$ cat config.mk
export PLATFORM = sky130hd
export DESIGN_NAME = tvec_reg
export DESIGN_NICKNAME = d
export VERILOG_FILES = /design/src/rtl/tvec_pkg.sv /design/src/rtl/tvec_legalize.sv /design/src/rtl/tvec_target.sv /design/src/rtl/tvec_reg.sv
export SDC_FILE = /design/constraint.sdc
export NUM_CORES = 1
export LEC_CHECK = 0
export BUFFER_PORTS_ARGS = -buffer_cell sky130_fd_sc_hd__buf_2
export CAP_MARGIN = 20
export CORE_UTILIZATION = 53
export CTS_CLUSTER_DIAMETER = 100
export CTS_CLUSTER_SIZE = 20
export DETAILED_ROUTE_END_ITERATION = 8
export GPL_ROUTABILITY_DRIVEN = 1
export PLACE_DENSITY = 0.88
export SYNTH_ARGS = -nofsm -noshare
export SYNTH_HDL_FRONTEND = slang
export SYNTH_SLANG_ARGS = --single-unit
export TNS_END_PERCENT = 10
$ cat constraint.sdc
create_clock -name clk -period 7.1 [get_ports clk]
set_input_delay 1.42 -clock clk [delete_from_list [all_inputs] [get_ports clk]]
set_output_delay 1.42 -clock clk [all_outputs]
set_load 0.01 [all_outputs]
$ cat src/rtl/tvec_pkg.sv
package tvec_pkg;
  typedef enum logic [1:0] {
    MODE_DIRECT   = 2'b00,
    MODE_VECTORED = 2'b01
  } tvec_mode_e;

  localparam int ALIGN_NONE = 0;
  localparam int ALIGN_64B  = 1;
  localparam int ALIGN_4K   = 2;

  // number of base bits above bit 1 that are forced to zero
  function automatic int clear_span(input int lvl);
    case (lvl)
      ALIGN_64B: return 4;
      ALIGN_4K:  return 10;
      default:   return 0;
    endcase
  endfunction
endpackage

$ cat src/rtl/tvec_legalize.sv
module tvec_legalize #(
  parameter int XLEN        = 32,
  parameter bit VEC_EN      = 1'b1,
  parameter bit MAP_ILLEGAL = 1'b0,
  parameter int ALIGN_LVL   = 0
) (
  input  logic [XLEN-1:0] wr_data,
  input  logic [1:0]      cur_mode,
  output logic [XLEN-1:0] nxt_d
);
  import tvec_pkg::*;
  localparam int CLR = clear_span(ALIGN_LVL);

  logic [1:0] mode_d;

  // base field with optional alignment clearing
  for (genvar g = 2; g < XLEN; g++) begin : g_base
    if (g < 2 + CLR) begin : g_clr
      assign nxt_d[g] = 1'b0;
    end else begin : g_keep
      assign nxt_d[g] = wr_data[g];
    end
  end

  // mode field legalization variants
  if (!VEC_EN) begin : g_direct_only
    logic [1:0] unused_bits;
    assign unused_bits = wr_data[1:0] ^ cur_mode;
    assign mode_d = MODE_DIRECT;
  end else if (MAP_ILLEGAL) begin : g_map
    logic [1:0] unused_bits;
    assign unused_bits = {wr_data[1], 1'b0} ^ cur_mode;
    assign mode_d = {1'b0, wr_data[0]};
  end else begin : g_keep_prev
    always_comb begin
      if (wr_data[1]) mode_d = cur_mode;
      else            mode_d = {1'b0, wr_data[0]};
    end
  end

  assign nxt_d[1:0] = mode_d;
endmodule

$ cat src/rtl/tvec_target.sv
module tvec_target #(
  parameter int XLEN    = 32,
  parameter int CAUSE_W = 6
) (
  input  logic               clk,
  input  logic               rst,
  input  logic [XLEN-1:0]    csr_q,
  input  logic               trap_req,
  input  logic               trap_irq,
  input  logic [CAUSE_W-1:0] trap_cause,
  output logic [XLEN-1:0]    trap_pc,
  output logic               trap_pc_vld
);
  import tvec_pkg::*;
  localparam int PAD_W = XLEN - CAUSE_W - 2;

  logic [XLEN-1:0] base_w;
  logic [XLEN-1:0] offs_w;
  logic            use_vec;

  assign base_w  = {csr_q[XLEN-1:2], 2'b00};
  assign offs_w  = {{PAD_W{1'b0}}, trap_cause, 2'b00};
  assign use_vec = (csr_q[1:0] == MODE_VECTORED) && trap_irq;

  always_ff @(posedge clk) begin
    if (rst) begin
      trap_pc     <= '0;
      trap_pc_vld <= 1'b0;
    end else begin
      trap_pc_vld <= trap_req;
      if (trap_req) trap_pc <= use_vec ? base_w + offs_w : base_w;
    end
  end


  vld_follow_chk: assert property (@(posedge clk) disable iff (rst)
    trap_req |=> trap_pc_vld);

  vld_quiet_chk: assert property (@(posedge clk) disable iff (rst)
    !trap_req |=> !trap_pc_vld);

  exc_base_chk: assert property (@(posedge clk) disable iff (rst)
    (trap_req && !trap_irq) |=> (trap_pc[1:0] == 2'b00) &&
      (trap_pc[XLEN-1:2] == $past(csr_q[XLEN-1:2])));

  direct_irq_chk: assert property (@(posedge clk) disable iff (rst)
    (trap_req && csr_q[1:0] == 2'b00) |=>
      (trap_pc[XLEN-1:2] == $past(csr_q[XLEN-1:2])));
endmodule

$ cat src/rtl/tvec_reg.sv
module tvec_reg #(
  parameter int XLEN        = 32,
  parameter int CAUSE_W     = 6,
  parameter bit VEC_EN      = 1'b1,
  parameter bit MAP_ILLEGAL = 1'b0,
  parameter int ALIGN_LVL   = 0
) (
  input  logic               clk,
  input  logic               rst,
  input  logic               wr_en,
  input  logic [XLEN-1:0]    wr_data,
  output logic [XLEN-1:0]    rd_data,
  input  logic               trap_req,
  input  logic               trap_irq,
  input  logic [CAUSE_W-1:0] trap_cause,
  output logic [XLEN-1:0]    trap_pc,
  output logic               trap_pc_vld
);
  import tvec_pkg::*;
  localparam int CLR = clear_span(ALIGN_LVL);
  localparam logic [XLEN-1:0] LOW_MASK =
    ((XLEN'(1) << (2 + CLR)) - XLEN'(1)) & ~XLEN'(2);

  logic [XLEN-1:0] csr_q;
  logic [XLEN-1:0] nxt_d;

  tvec_legalize #(
    .XLEN(XLEN), .VEC_EN(VEC_EN), .MAP_ILLEGAL(MAP_ILLEGAL), .ALIGN_LVL(ALIGN_LVL)
  ) u_legal (
    .wr_data(wr_data), .cur_mode(csr_q[1:0]), .nxt_d(nxt_d)
  );

  always_ff @(posedge clk) begin
    if (rst)        csr_q <= '0;
    else if (wr_en) csr_q <= nxt_d;
  end

  assign rd_data = csr_q;

  tvec_target #(.XLEN(XLEN), .CAUSE_W(CAUSE_W)) u_target (
    .clk(clk), .rst(rst), .csr_q(csr_q),
    .trap_req(trap_req), .trap_irq(trap_irq), .trap_cause(trap_cause),
    .trap_pc(trap_pc), .trap_pc_vld(trap_pc_vld)
  );


  bit1_zero_chk: assert property (@(posedge clk) disable iff (rst)
    wr_en |=> !rd_data[1]);
  // R7 (bit 0 excluded from mask: it is mode)
  align_chk: assert property (@(posedge clk) disable iff (rst)
    wr_en |=> ((rd_data & LOW_MASK & ~XLEN'(3)) == '0));

  keep_mode_chk: assert property (@(posedge clk) disable iff (rst)
    (wr_en && wr_data[1] && VEC_EN && !MAP_ILLEGAL) |=>
      (rd_data[1:0] == $past(rd_data[1:0])));

  direct_only_chk: assert property (@(posedge clk) disable iff (rst)
    (wr_en && !VEC_EN) |=> (rd_data[1:0] == 2'b00));

  hold_chk: assert property (@(posedge clk) disable iff (rst)
    !wr_en |=> $stable(rd_data));
endmodule

### Yosys cells after proc, flatten, opt, wreduce, memory -nomap -nowiden

Index checks and enable logic that the tools add are counted.

| word-level totals | value |
|---|---|
| bits in registers | 64 |
| output and inout bits | 65 |

| operators by class | value |
|---|---|
| add/sub/neg operators | 1 |
| mux-type cells | 1 |
| bitwise logic cells | 1 |
| reductions and logical operators | 2 |

Operators with widths:

| cell | count |
|---|---|
| $add 32x8->32 | 1 |
| $mux 32 | 1 |
| $reduce_and 2->1 | 1 |
| $logic_and 1x1->1 | 1 |
| $not 1->1 | 1 |

### Depth between registers and ports, before layout

| depth | value |
|---|---|
| depth after elaboration | 2 |
| mapped depth | 8 |
| mapped depth without buffers | 7 |

### By module

A second synthesis with hierarchy kept.

| second synthesis, totals | value |
|---|---|
| cell total of the unflattened synthesis | 362 |
| area total of the unflattened synthesis | 3392.0 um2 |

By module, submodules not included:

| module | times used | cells an instance | area an instance (um2) |
|---|---|---|---|
| tvec_target | 1 | 227 | 1980.6 |
| tvec_reg | 1 | 103 | 1163.6 |
| tvec_legalize | 1 | 32 | 247.7 |

### Worst setup path after synthesis

No wires, ideal clock.

| timing path | value |
|---|---|
| path kind | input port to flip-flop |
| start point | input trap_cause[0] |
| end point | register u_target.trap_pc[24] |
| data arrival time | 3.359 ns |
| data required time | 7.014 ns |
| setup slack | 3.656 ns |
| stages on the path | 8 |
| cells stage by stage | ha_1 > fa_1 > a21o_1 > a221oi_1 > clkbuf_1 > nor3_1 > xnor2_1 > a211oi_1 |

| between the ends | value |
|---|---|
| word-level cells in the longest chain between the ends | 2 |

RTL lines:

| item | RTL line | source |
|---|---|---|
| from (decl) | tvec_reg.sv:15 | `input logic [CAUSE_W-1:0] trap_cause,` |
| $add 32x8->32 | tvec_target.sv:31 | `if (trap_req) trap_pc <= use_vec ? base_w + offs_w : base_w;` |
| $mux 32 | tvec_target.sv:31 |  |
| to (signal assigned) | tvec_target.sv:31 |  |
| to (decl) | tvec_target.sv:11 | `output logic [XLEN-1:0] trap_pc,` |

Every way passes these cells.
A chain may end at the register's enable or synchronous reset.

### Worst setup path after layout

Ends and elaborated chain as after synthesis.

==> out/qor.yml <==
setup_ws_ps: 4000
numCtsBuffers: 9
synth_top_flop_cell: "dfxtp_1"
period_share_pct: 43.7
peakVddDrop_uv: 159
synth_enable_flop_cells: 0
routed_via_density: 5.40
gp_congestion: 0.915
arrival_ps: 3340
tritoncts: "done"
grt_pass1_vias: 2529
core-area_um2: 5240
grt_max_degree: 63
yosys_warnings: 0
period_minus_slack_ps: 3100
post_cts_resized: 0
grt_pass1_wl_mm: 12.0
slew_headroom_pct: 30.5
netlist_area_um2: 2960
crit_chain: "buf_2, ha_1, fa_1, a21o_1, a221oi_1, buf_4, nor3_1, xnor2_1, a211oi_1"
die_area_um2: 5890
hold_class: "reg -> reg"
skew_ps: 4.89
hold_slack_ps: 481
worst_pin_slew_ps: 1040
drt-total-wl_mm: 7.08
min_to: "u_target.trap_pc[3]$_SDFFE_PP0P_"
syn_to_final_growth_pct: 25.0
num_antenna_cells: 0
port_buffers: 104
busiest_layer: "met2"
clock-sinks: 62
crit_fanout: 14
worst-path-buf-inv: 2
ys_types: 41
slowest_stage: "fa_1"
initial_core_util_pct: 56.5
clk_pin_slew_worst_paths_ps: 60
gr-total-overflow: 0
crit_path_start: "trap_cause[0]"
whs_path_depth: 2
die_h_um: 76.7
path_class: "in -> reg"
finalHoldViolCount: 0
pre_cts_ws_ps: 3680
fmax_ghz: 0.323
antenna_left: 0
multiInputGateArea_um2: 1620
cp_top_family: "compound AO/OA/AOI/OAI gates"
synthArstFlopShare_pct: 0
vias: 2668
gr-usage-met3_pct: 6.43
setup_viol: 0
synth_cells: 325
drc_errors: 0
total_leakage_power_nw: 1.65
reg2reg_from: "rd_data[3]$_SDFFE_PP0P_"
first_pass_iters: 4
cts-root-buf: "clkbuf_8"
ctsLongestPathBuffers: 2
r2r_cells: 6
track_usage_pct: 25.6
end_kind: "register"
grt_use_met2_pct: 40.3
postCtsSetupRepairBufs: 0
rrSetupSlack_ps: 4780
place_area_um2: 3480
drv_cap: 0
start_kind: "input pin"
powerDensity_nw_per_um2: 221
most-common-layout-cells: "buf_2 (104), nor2_1 (64), dfxtp_1 (62), mux2i_1 (32), a211oi_1 (21)"
worstPathRequired_ps: 7340
rows: 26
n_fill_cell: 437
rsz0062_at_grt: "false"
ctsHoldBuffers: 0
drv_slew: 0
routedWlPerCell_um: 14.3
drt_iter0_markers: 179
ioPinCount: 108
ys_seq_area_share_pct: 41.9
clk_latency_ps: 330
hold_start: "u_target.trap_pc[3]$_SDFFE_PP0P_"
fin_tns_setup_ps: 0
slowest_delay_ps: 410
seq_area_um2: 1240
die_w_um: 76.7
detailed_place_hpwl_mm: 5.02
antenna_found_initial: 0
final_layout_size_suffix_gt1_share_pct: 29.0
ys_seq_elements: 62
grt_use_met1_pct: 32.7
finalNetCount: 470
rr_endpoint: "u_target.trap_pc[31]$_SDFFE_PP0P_"
finalPower_uw: 819
status: "finished, final reports clean"
layout_commonest_cell: "buf_2"
fin_area_um2: 3700
htree_levels: 3
syn_area_per_cell_um2: 9.10
## per-layer routing
metal	wire, um	up-vias	part of all wire, %
met4	151	0	2.1
met2	3200	88	45
met3	412	14	5.8
li1	-	1353	-
met1	3320	1213	47
met5	0	-	0
## cell type report
| class | instances | share of cell area [%] |
|---|---|---|
| inverters | 2 | 0.203 |
| flip-flops and latches | 62 | 33.5 |
| multi-input cells | 239 | 43.7 |
| repair buffers | 106 | 14.8 |
| clock buffers | 12 | 4.19 |
| well taps | 70 | 2.37 |
| clock inverters | 3 | 1.18 |
## flip-flops by register name, indices dropped and copies added (netlist names)
register and flops:
rd_data 31, u_target.trap_pc 30, u_target.trap_pc_vld 1
## through the flow
| step | utilization [%] | cells |
|---|---|---|
| after CTS | 70.3 | 493 |
| after global routing | 70.6 | 494 |
| after floorplan | - | 327 |
| final | 70.6 | 494 |
| after detailed placement | 66.5 | 478 |
| after global placement | 66.5 | 478 |
## worst reg2reg max path, delay by kind of cell (launching register included)
kind	cells	cell delay [ps]
AO/OA/AOI/OAI	3	1020
adder cells (fa/ha/maj)	1	270
AND/OR/NAND/NOR	2	500
flip-flops	1	440
## where the power goes
| part | total [mW] | leakage, nW | switching (mW) | internal, mW |
|---|---|---|---|---|
| registers | 0.390 | 0.512 | 0.0207 | 0.369 |
| logic | 0.120 | 1.04 | 0.0655 | 0.0543 |
| clock network | 0.309 | 0.102 | 0.130 | 0.179 |
## logic make-up (layout without fill, tap and decap cells)
group,after synthesis,count (layout),synth area share (%)
and+or+nand+nor,120,120,19.7
DFF,62,62,41.9
AOI/OAI and AO/OA,56,56,14.3
muxes,32,32,10.8
buffers and inverters,26,123,3.68
xor gates and xnor gates,21,21,6.22
adders and majority gates,7,7,3.21
other,1,3,0.127
## cells in the mapped netlist (all sizes together), types with 3 or more instances
| master | number | area (um^2) |
|---|---|---|
| o211ai | 3 | 22.5 |
| ha | 6 | 75.1 |
| xor2 | 4 | 35.0 |
| or3 | 3 | 18.8 |
| a211oi | 21 | 158 |
| a311oi | 10 | 87.6 |
| and4 | 5 | 43.8 |
| nand2 | 16 | 60.1 |
| o21ai | 6 | 30.0 |
| nor2 | 64 | 240 |
| xnor2 | 17 | 149 |
| nand4 | 5 | 31.3 |
| nor3b | 3 | 27.5 |
| mux2i | 32 | 320 |
| a21oi | 4 | 20.0 |
| clkbuf | 18 | 67.6 |
| nand3 | 5 | 25.0 |
| nor4b | 3 | 26.3 |
| a21o | 3 | 22.5 |
| nor4 | 3 | 18.8 |
| buf | 6 | 33.8 |
| dfxtp | 62 | 1240 |
| a2111oi | 3 | 35.0 |
## worst max path at each step
stage	to	cells after the start
2_1_floorplan	u_target.trap_pc[24]$_SDFFE_PP0P_	8
3_3_place_gp	u_target.trap_pc[21]$_SDFFE_PP0P_	7
3_5_place_dp	u_target.trap_pc[25]$_SDFFE_PP0P_	7
4_1_cts	u_target.trap_pc[24]$_SDFFE_PP0P_	9
5_1_grt	u_target.trap_pc[11]$_SDFFE_PP0P_	7
6_report	u_target.trap_pc[24]$_SDFFE_PP0P_	9
Note: power is estimated with default switching activity, not from simulation.
